File: config.mk
export PLATFORM = sky130hd
export DESIGN_NAME = baud_div_search
export DESIGN_NICKNAME = d
export VERILOG_FILES = /design/src/rtl/baud_search_pkg.sv /design/src/rtl/seq_divider.sv /design/src/rtl/cand_select.sv /design/src/rtl/result_encode.sv /design/src/rtl/baud_div_search.sv
export SDC_FILE = /design/constraint.sdc
export NUM_CORES = 2
export LEC_CHECK = 0
export BUFFER_PORTS_ARGS = -buffer_cell sky130_fd_sc_hd__buf_2
export CORE_UTILIZATION = 30
export DETAILED_ROUTE_END_ITERATION = 8
export PLACE_DENSITY_LB_ADDON = 0.05
export SLEW_MARGIN = 10
export SYNTH_ARGS = -nofsm -noshare
export SYNTH_HDL_FRONTEND = slang
export SYNTH_SLANG_ARGS = --single-unit
File: constraint.sdc
create_clock -name clk -period 6.67 [get_ports clk]
set_clock_uncertainty 0.05 [all_clocks]
set_input_delay 1.0005 -clock clk [delete_from_list [all_inputs] [get_ports clk]]
set_output_delay 1.0005 -clock clk [all_outputs]
set_load 0.1 [all_outputs]
File: src/rtl/baud_search_pkg.sv
package baud_search_pkg;
  typedef enum logic [2:0] {
    ST_IDLE,
    ST_FLOOR,
    ST_LO,
    ST_HI,
    ST_FIN
  } search_state_t;
endpackage

File: src/rtl/seq_divider.sv
// Restoring divider: one quotient bit per cycle, fin pulses when quo is valid.
module seq_divider #(
  parameter int NW = 32,
  parameter int DW = 38
) (
  input  logic          clk,
  input  logic          rst_n,
  input  logic          go,
  input  logic [NW-1:0] num,
  input  logic [DW-1:0] den,
  output logic          fin,
  output logic [NW-1:0] quo
);
  localparam int CW = $clog2(NW + 1);

  logic [DW-1:0] rem;
  logic [NW-1:0] acc;
  logic [CW-1:0] cnt;
  logic          run;
  logic [DW:0]   trial;

  assign trial = {rem, acc[NW-1]};
  assign quo   = acc;

  always_ff @(posedge clk or negedge rst_n) begin
    if (!rst_n) begin
      rem <= '0;
      acc <= '0;
      cnt <= '0;
      run <= 1'b0;
      fin <= 1'b0;
    end else begin
      fin <= 1'b0;
      if (go) begin
        rem <= '0;
        acc <= num;
        cnt <= CW'(NW);
        run <= 1'b1;
      end else if (run) begin
        if (trial >= {1'b0, den}) begin
          rem <= DW'(trial - {1'b0, den});
          acc <= {acc[NW-2:0], 1'b1};
        end else begin
          rem <= DW'(trial);
          acc <= {acc[NW-2:0], 1'b0};
        end
        cnt <= cnt - 1'b1;
        if (cnt == CW'(1)) begin
          run <= 1'b0;
          fin <= 1'b1;
        end
      end
    end
  end
endmodule

File: src/rtl/cand_select.sv
// Chooses between floor divisor and floor+1 and decides whether it beats the best.
module cand_select #(
  parameter int W = 32
) (
  input  logic [W-1:0] baud,
  input  logic [W-1:0] q_lo,
  input  logic [W-1:0] q_hi,
  input  logic [W-1:0] sbr_lo,
  input  logic [W-1:0] best_err,
  output logic [W-1:0] pick_sbr,
  output logic [W-1:0] pick_err,
  output logic         take
);
  logic [W-1:0] err_lo, err_hi;

  always_comb begin
    err_lo = q_lo - baud;
    err_hi = baud - q_hi;
    if (err_lo > err_hi) begin
      pick_sbr = sbr_lo + 1'b1;
      pick_err = err_hi;
    end else begin
      pick_sbr = sbr_lo;
      pick_err = err_lo;
    end
    take = (pick_err <= best_err);
  end
endmodule

File: src/rtl/result_encode.sv
// Packs the winning pair into output fields and derives the flags.
module result_encode #(
  parameter int W        = 32,
  parameter int RW       = 6,
  parameter int OSR_BITS = 5,
  parameter int SBR_BITS = 13,
  parameter int EDGE_LO  = 4,
  parameter int EDGE_HI  = 7,
  parameter int TOL_PCT  = 3
) (
  input  logic [RW-1:0]       best_osr,
  input  logic [W-1:0]        best_sbr,
  input  logic [W-1:0]        best_err,
  input  logic [W-1:0]        baud,
  output logic [OSR_BITS-1:0] osr_enc,
  output logic [SBR_BITS-1:0] sbr_enc,
  output logic                edge_hint,
  output logic                out_of_tol
);
  localparam int EW = W + 8;

  logic [EW-1:0] scaled_err, scaled_tol;

  always_comb begin
    osr_enc    = OSR_BITS'(best_osr - 1'b1);
    sbr_enc    = SBR_BITS'(best_sbr);
    edge_hint  = (best_osr >= RW'(EDGE_LO)) && (best_osr <= RW'(EDGE_HI));
    scaled_err = EW'(best_err) * EW'(100);
    scaled_tol = EW'(baud) * EW'(TOL_PCT);
    out_of_tol = scaled_err > scaled_tol;
  end
endmodule

File: src/rtl/baud_div_search.sv
module baud_div_search
  import baud_search_pkg::*;
#(
  parameter int W        = 32,
  parameter int OSR_MIN  = 4,
  parameter int OSR_MAX  = 32,
  parameter int OSR_BITS = 5,
  parameter int SBR_BITS = 13,
  parameter int TOL_PCT  = 3
) (
  input  logic                clk,
  input  logic                rst_n,
  input  logic                start,
  input  logic [W-1:0]        ref_hz,
  input  logic [W-1:0]        target_baud,
  output logic                busy,
  output logic                done,
  output logic [OSR_BITS-1:0] osr_code,
  output logic [SBR_BITS-1:0] sbr_code,
  output logic [W-1:0]        rate_err,
  output logic                both_edge,
  output logic                unsupported,
  output logic                div_zero
);
  localparam int RW = $clog2(OSR_MAX + 1);
  localparam int DW = W + RW;

  search_state_t st;
  logic [W-1:0]  ref_l, baud_l, sbr_try, q_lo;
  logic [W-1:0]  best_err, best_sbr;
  logic [RW-1:0] osr_cur, best_osr;
  logic          div_go, div_fin;
  logic [DW-1:0] div_den;
  logic [W-1:0]  div_quo, floor_fix;
  logic [W-1:0]  pick_sbr, pick_err;
  logic          take;
  logic [OSR_BITS-1:0] osr_enc;
  logic [SBR_BITS-1:0] sbr_enc;
  logic          edge_hint, out_of_tol;

  assign floor_fix = (div_quo == '0) ? W'(1) : div_quo;

  seq_divider #(.NW(W), .DW(DW)) u_div (
    .clk  (clk),
    .rst_n(rst_n),
    .go   (div_go),
    .num  (ref_l),
    .den  (div_den),
    .fin  (div_fin),
    .quo  (div_quo)
  );

  cand_select #(.W(W)) u_pick (
    .baud    (baud_l),
    .q_lo    (q_lo),
    .q_hi    (div_quo),
    .sbr_lo  (sbr_try),
    .best_err(best_err),
    .pick_sbr(pick_sbr),
    .pick_err(pick_err),
    .take    (take)
  );

  result_encode #(
    .W(W), .RW(RW), .OSR_BITS(OSR_BITS), .SBR_BITS(SBR_BITS),
    .EDGE_LO(4), .EDGE_HI(7), .TOL_PCT(TOL_PCT)
  ) u_enc (
    .best_osr  (best_osr),
    .best_sbr  (best_sbr),
    .best_err  (best_err),
    .baud      (baud_l),
    .osr_enc   (osr_enc),
    .sbr_enc   (sbr_enc),
    .edge_hint (edge_hint),
    .out_of_tol(out_of_tol)
  );

  always_ff @(posedge clk or negedge rst_n) begin
    if (!rst_n) begin
      st          <= ST_IDLE;
      ref_l       <= '0;
      baud_l      <= '0;
      sbr_try     <= '0;
      q_lo        <= '0;
      best_err    <= '0;
      best_sbr    <= '0;
      best_osr    <= '0;
      osr_cur     <= '0;
      div_go      <= 1'b0;
      div_den     <= '0;
      busy        <= 1'b0;
      done        <= 1'b0;
      osr_code    <= '0;
      sbr_code    <= '0;
      rate_err    <= '0;
      both_edge   <= 1'b0;
      unsupported <= 1'b0;
      div_zero    <= 1'b0;
    end else begin
      div_go <= 1'b0;
      done   <= 1'b0;
      case (st)
        ST_IDLE: begin
          if (start) begin
            if (target_baud == '0) begin
              done     <= 1'b1;
              div_zero <= 1'b1;
            end else begin
              div_zero <= 1'b0;
              ref_l    <= ref_hz;
              baud_l   <= target_baud;
              best_err <= target_baud;
              best_sbr <= '0;
              best_osr <= '0;
              osr_cur  <= RW'(OSR_MIN);
              div_den  <= DW'(target_baud) * DW'(OSR_MIN);
              div_go   <= 1'b1;
              busy     <= 1'b1;
              st       <= ST_FLOOR;
            end
          end
        end
        ST_FLOOR: begin
          if (div_fin) begin
            sbr_try <= floor_fix;
            div_den <= DW'(osr_cur) * DW'(floor_fix);
            div_go  <= 1'b1;
            st      <= ST_LO;
          end
        end
        ST_LO: begin
          if (div_fin) begin
            q_lo    <= div_quo;
            div_den <= DW'(osr_cur) * (DW'(sbr_try) + DW'(1));
            div_go  <= 1'b1;
            st      <= ST_HI;
          end
        end
        ST_HI: begin
          if (div_fin) begin
            if (take) begin
              best_err <= pick_err;
              best_sbr <= pick_sbr;
              best_osr <= osr_cur;
            end
            if (osr_cur == RW'(OSR_MAX)) begin
              st <= ST_FIN;
            end else begin
              osr_cur <= osr_cur + 1'b1;
              div_den <= DW'(baud_l) * (DW'(osr_cur) + DW'(1));
              div_go  <= 1'b1;
              st      <= ST_FLOOR;
            end
          end
        end
        ST_FIN: begin
          osr_code    <= osr_enc;
          sbr_code    <= sbr_enc;
          rate_err    <= best_err;
          both_edge   <= edge_hint;
          unsupported <= out_of_tol;
          busy        <= 1'b0;
          done        <= 1'b1;
          st          <= ST_IDLE;
        end
        default: st <= ST_IDLE;
      endcase
    end
  end
endmodule

After elaboration in Yosys (flattened, before gate mapping)
Index checks and enable logic that the tools add are counted.
{"block": "word_totals", "output_inout_bits": 55, "input_bits": 67, "register_bits": 360}
{"block": "op_classes", "eq_ne": 13, "bitwise_logic": 1, "addsub": 9, "n_mux": 63, "n_reduce_logical": 18, "mul": 5, "order_cmp": 6}
{"op": "$mux 38", "n": 9}
{"op": "$mux 32", "n": 8}
{"op": "$pmux 38 s4", "n": 1}
{"op": "$mux 13", "n": 5}
{"op": "$logic_not 32->1", "n": 2}
{"op": "$pmux 32 s2", "n": 1}
{"op": "$sub 32x32->32", "n": 2}
{"op": "$mux 6", "n": 10}
{"op": "$ge 39x38->1", "n": 1}
{"op": "$gt 39x34->1", "n": 1}
{"op": "$mul 32x7->38", "n": 1}
{"op": "$mul 6x32->38", "n": 1}
{"op": "$mul 6x33->38", "n": 1}
{"op": "$sub 38x38->38", "n": 1}
{"op": "$mul 32x5->37 const B", "n": 1}
{"op": "$mul 32x2->34 const B", "n": 1}
{"op": "$add 32x1->33 const B", "n": 1}
{"op": "$gt 32x32->1", "n": 1}
{"op": "$le 32x32->1", "n": 1}
{"op": "$pmux 13 s2", "n": 1}
{"op": "$pmux 6 s2", "n": 2}
{"op": "$mux 3", "n": 6}
{"op": "$mux 1", "n": 16}
{"op": "$reduce_and 5->1", "n": 3}
{"op": "26 further kinds", "n": 38}

Longest topological paths before layout
{"block": "logic_depth", "ltp_word": 7, "ltp_mapped": 38}

Cells and area by module
A second synthesis with hierarchy kept.
{"block": "hier_totals", "cells_unflattened": 5901, "hier_area_um2": 49935.4}
{"module": "baud_div_search", "area_per_inst_um2": 31971.9, "instances": 1, "cells_each": 3540}
{"module": "seq_divider", "area_per_inst_um2": 6293.5, "instances": 1, "cells_each": 766}
{"module": "result_encode", "area_per_inst_um2": 6108.4, "instances": 1, "cells_each": 782}
{"module": "cand_select", "area_per_inst_um2": 5561.6, "instances": 1, "cells_each": 813}

Worst setup path after synthesis
No wires, ideal clock.
{"block": "synth_timing", "path_type": "reg-to-reg", "start": "register baud_l[0]", "end": "register best_err[19]", "path_stages_with_launch": 34, "slack_ps": -425, "arrival_time_ps": 6920, "setup_time_ps": 125, "t_required_ps": 6495, "cell_sequence": "dfrtp_1 clkbuf_1 inv_1 ha_1 inv_1 fa_1 a21oi_1 o211ai_1 and3_1 o21a_1 o21ai_0 o21ai_1 o21ba_2 xor2_1 inv_1 ha_1 nand4_1 nor2_1 o21ai_0 o221ai_1 o21ai_0 a31oi_1 buf_2 mux2_2 ha_1 nand4_1 or3_1 nor4_1 o21ai_0 a31oi_1 nor4_1 o21ai_1 buf_2 mux2_2"}
{"block": "synth_between", "elab_chain_cells": 6}
{"item": "start, declared", "line_no": "baud_div_search.sv:29", "text": "logic [W-1:0] ref_l, baud_l, sbr_try, q_lo;"}
{"item": "start signal, assigned", "line_no": "baud_div_search.sv:111", "text": "baud_l <= target_baud;"}
{"item": "$sub 32x32->32 (on tied branches)", "line_no": "cand_select.sv:17, cand_select.sv:18"}
{"item": "$gt 32x32->1", "line_no": "cand_select.sv:19", "text": "if (err_lo > err_hi) begin"}
{"item": "$mux 32 (*)", "line_no": "cand_select.sv:19"}
{"item": "$le 32x32->1 / $mux 32 (equally long branches)", "line_no": "cand_select.sv:26, baud_div_search.sv:141"}
{"item": "$ne 2x2->1 (no line) / $mux 32 (equally long branches)"}
{"item": "$reduce_and 5->1 (no line) / $pmux 32 s2 (equally long branches)"}
{"item": "end signal, assigned", "line_no": "baud_div_search.sv:112", "text": "best_err <= target_baud;"}
{"item": "end signal, assigned", "line_no": "baud_div_search.sv:142", "text": "best_err <= pick_err;"}
{"item": "end, declared", "line_no": "baud_div_search.sv:30", "text": "logic [W-1:0] best_err, best_sbr;"}
Mark *: on every way between the ends. The rest lies on a longest branch, timed or not. The select of a mux whose other input is x is not followed.
A chain may end at the register's enable or synchronous reset.

Worst setup path after layout
{"block": "layout_timing", "start": "register baud_l[1]", "end": "register best_err[23]"}
Same word-level chain as after synthesis.

==> impl_metrics.env <==
export IMPL_reg2reg_to="best_err[23]"
export IMPL_fp_row_count=144
export IMPL_max_freq_mhz=138
export IMPL_hold_buffers=0
export IMPL_met3_length_um=6980
export IMPL_r2r_setup_slack_ns=-0.56
export IMPL_final_layout_size_suffix_gt1_frac=0.184
export IMPL_timing_slew_headroom=0.194
export IMPL_first_pass_iters=5
export IMPL_num_vias=43330
export IMPL_async_reset_ff_frac=1.00
export IMPL_required_ns=7.19
export IMPL_synthesis_area_um2=46900
export IMPL_cts_tree="yes"
export IMPL_clk_pin_slew_ns=0.06
export IMPL_final_common_cell="nand2_1"
export IMPL_yosysSeqAreaShare=0.192
export IMPL_worstPathMaxFanout=10
export IMPL_finalWorstSetupSlack_ns=-0.565
export IMPL_die_w_um=397
export IMPL_clock_path_buffers=3
export IMPL_ys_ff_latch=360
export IMPL_dp_cells=8364
export IMPL_worstSetupPathType="reg -> reg"
export IMPL_groute_usage_overall=0.251
export IMPL_gp_congestion=0.883
export IMPL_met1_length_um=91800
export IMPL_violations="negative setup slack"
export IMPL_yosys_warnings=0
export IMPL_fin_nets=7406
export IMPL_gr_total_overflow=0
export IMPL_start_util=0.303
export IMPL_grt_pass1_vias=44822
export IMPL_hpwl_um=162000
export IMPL_critPathCaptureType="flip-flop"
export IMPL_synth_edff_count=0
export IMPL_max_stage_delay_ns=0.43
export IMPL_die_y_um=397
export IMPL_vias_per_cell=5.08
export IMPL_worstRegToRegCells=33
export IMPL_status="complete, but fails checks"
export IMPL_drv_cap=0
export IMPL_fillers=16257
export IMPL_final_instance_count_excl_fill=8523
export IMPL_netlist_instances=5756
export IMPL_clock_sinks=360
export IMPL_grt_max_degree=132
export IMPL_synth_nets=6731
export IMPL_hp_class="in -> async"
export IMPL_topRoutingLayerUsed="met5"
export IMPL_wire_per_inst_um=23.3
export IMPL_startpoint_type="flip-flop"
export IMPL_routed_wl_met2_um=92900
export IMPL_hold_violations=0
export IMPL_drc=0
export IMPL_drtAntennaViolNets=0
export IMPL_drt_iter0_markers=2467
export IMPL_core_area_um2=155000
export IMPL_htree_levels=2
export IMPL_avgSynthCellArea_um2=8.15
export IMPL_syn_to_final_growth_pct=24.2
export IMPL_slew_violations=0
export IMPL_routed_wl_um=199000
export IMPL_reg2reg_from="baud_l[1]"
export IMPL_io_buffers=121
export IMPL_cp_arrival_ns=7.75
export IMPL_multi_input_area_um2=35200
export IMPL_final_cell_mix="1114 x nand2_1, 703 x buf_4, 702 x inv_1"
export IMPL_setup_viol=51
export IMPL_fin_crit_ns=7.23
export IMPL_grt_pass1_wl_um=296000
export IMPL_ys_flop_type="dfrtp_1"
export IMPL_die_area_um2=158000
export IMPL_antenna_found_initial=12
export IMPL_tightest_slew_ns=1.20
export IMPL_ctsRootBufferMaster="clkbuf_16"
export IMPL_regArea_um2=9030
export IMPL_path_common_cell="buf_4"
export IMPL_cts_made_buffers=56
export IMPL_ios=122
export IMPL_clk_insertion_delay_late_ns=0.70
export IMPL_rsz0062_at_grt="true"
export IMPL_cpMaxStageDelayCell="or3_4"
export IMPL_period_share=1.08
export IMPL_synthDistinctLibCells=91
sequential cells by signal, summed over array words and instances (netlist names), 32 cells and up:
| signal | cells |
|---|---|
| baud_l | 32 |
| best_err | 32 |
| div_den | 38 |
| q_lo | 32 |
| rate_err | 32 |
| ref_l | 32 |
| sbr_try | 32 |
| u_div.quo | 32 |
| u_div.rem | 38 |
cell families after synthesis:
kind of cell,count (synthesis),synth area share
buffers and inverters,968,0.0781
AOI/OAI and AO/OA,1254,0.170
adders and majority gates,908,0.310
and+or+nand+nor,1897,0.177
xor gates and xnor gates,269,0.0503
DFF,360,0.192
muxes,100,0.0220
worst max-delay path by stage:
stage                             start            to
after floorplan           u_div.quo[10]  best_err[19]
after global placement        baud_l[1]  best_err[28]
after detailed placement      baud_l[1]  best_err[28]
after CTS                     baud_l[0]  best_err[23]
after global routing          baud_l[0]  best_err[25]
final                         baud_l[1]  best_err[23]
cell type report:
cell class | count | share of cell area
inverter | 710 | 0.0458
multi-input combinational | 4428 | 0.604
timing repair buffer | 875 | 0.116
sequential | 360 | 0.155
clock buffer | 72 | 0.0272
antenna | 3 | 0.000129
clock inverter | 31 | 0.00759
tap | 2044 | 0.0439
Yosys cell counts, drive strengths merged, types with 23 or more instances:
cell type	count	area share
nand2	1133	0.091
inv	709	0.057
a31oi	31	0.0041
a311oi	28	0.0055
nand2b	57	0.0076
a21o	153	0.024
o211ai	39	0.0064
o21a	47	0.0075
a21oi	299	0.032
nand3	96	0.010
clkbuf	225	0.018
nor3	46	0.0049
mux2i	78	0.017
o31ai	32	0.0052
o21ai	389	0.042
fa	424	0.18
xor2	101	0.019
a211oi	37	0.0062
or3	23	0.0031
o21bai	28	0.0045
nor2	258	0.021
and2	47	0.0063
nand4	67	0.0091
and3	43	0.0057
nor4	27	0.0039
ha	484	0.13
xnor2	168	0.031
nor2b	47	0.0063
dfrtp	360	0.19
buf	33	0.0032
worst max-delay path: cells and delay by family (launching register included):
family,cells,cell delay (ns)
adders and majority gates,3,0.88
AOI/OAI and AO/OA,14,2.79
DFF,1,0.42
xor gates and xnor gates,1,0.22
and+or+nand+nor,7,1.37
muxes,1,0.38
buffers and inverters,7,1.02
metrics by stage:
step	setup WS (ns)	hold WS [ns]	area (um2)	setup TNS [ns]	utilization
global route	-0.918	0.209	58200	-43.22	0.377
CTS	-0.570	0.194	57400	-25.17	0.371
floorplan	0.0151	0.389	46900	0	-
detailed placement	-1.11	0.412	54700	-56.02	0.354
finish	-0.565	0.171	58200	-24.34	0.377
global placement	-1.01	0.405	54700	-51.11	0.354
per-layer routing:
metal | up-vias | GRT usage
met5 | - | 0
li1 | 20612 | -
met2 | 843 | 0.417
met4 | 4 | 0.0801
met3 | 242 | 0.0238
met1 | 21629 | 0.342
repair_timing:
action	in CTS	in global routing
gates resized for setup	70	148
buffers inserted	28	22
endpoints found under the hold margin	0	0
setup endpoints to repair	62	70
gates cloned	3	5
pin swaps	36	82
Power is left out: the tool's default activity adds up to more than one toggle a clock period on the data nets, which glitch-free logic cannot reach.
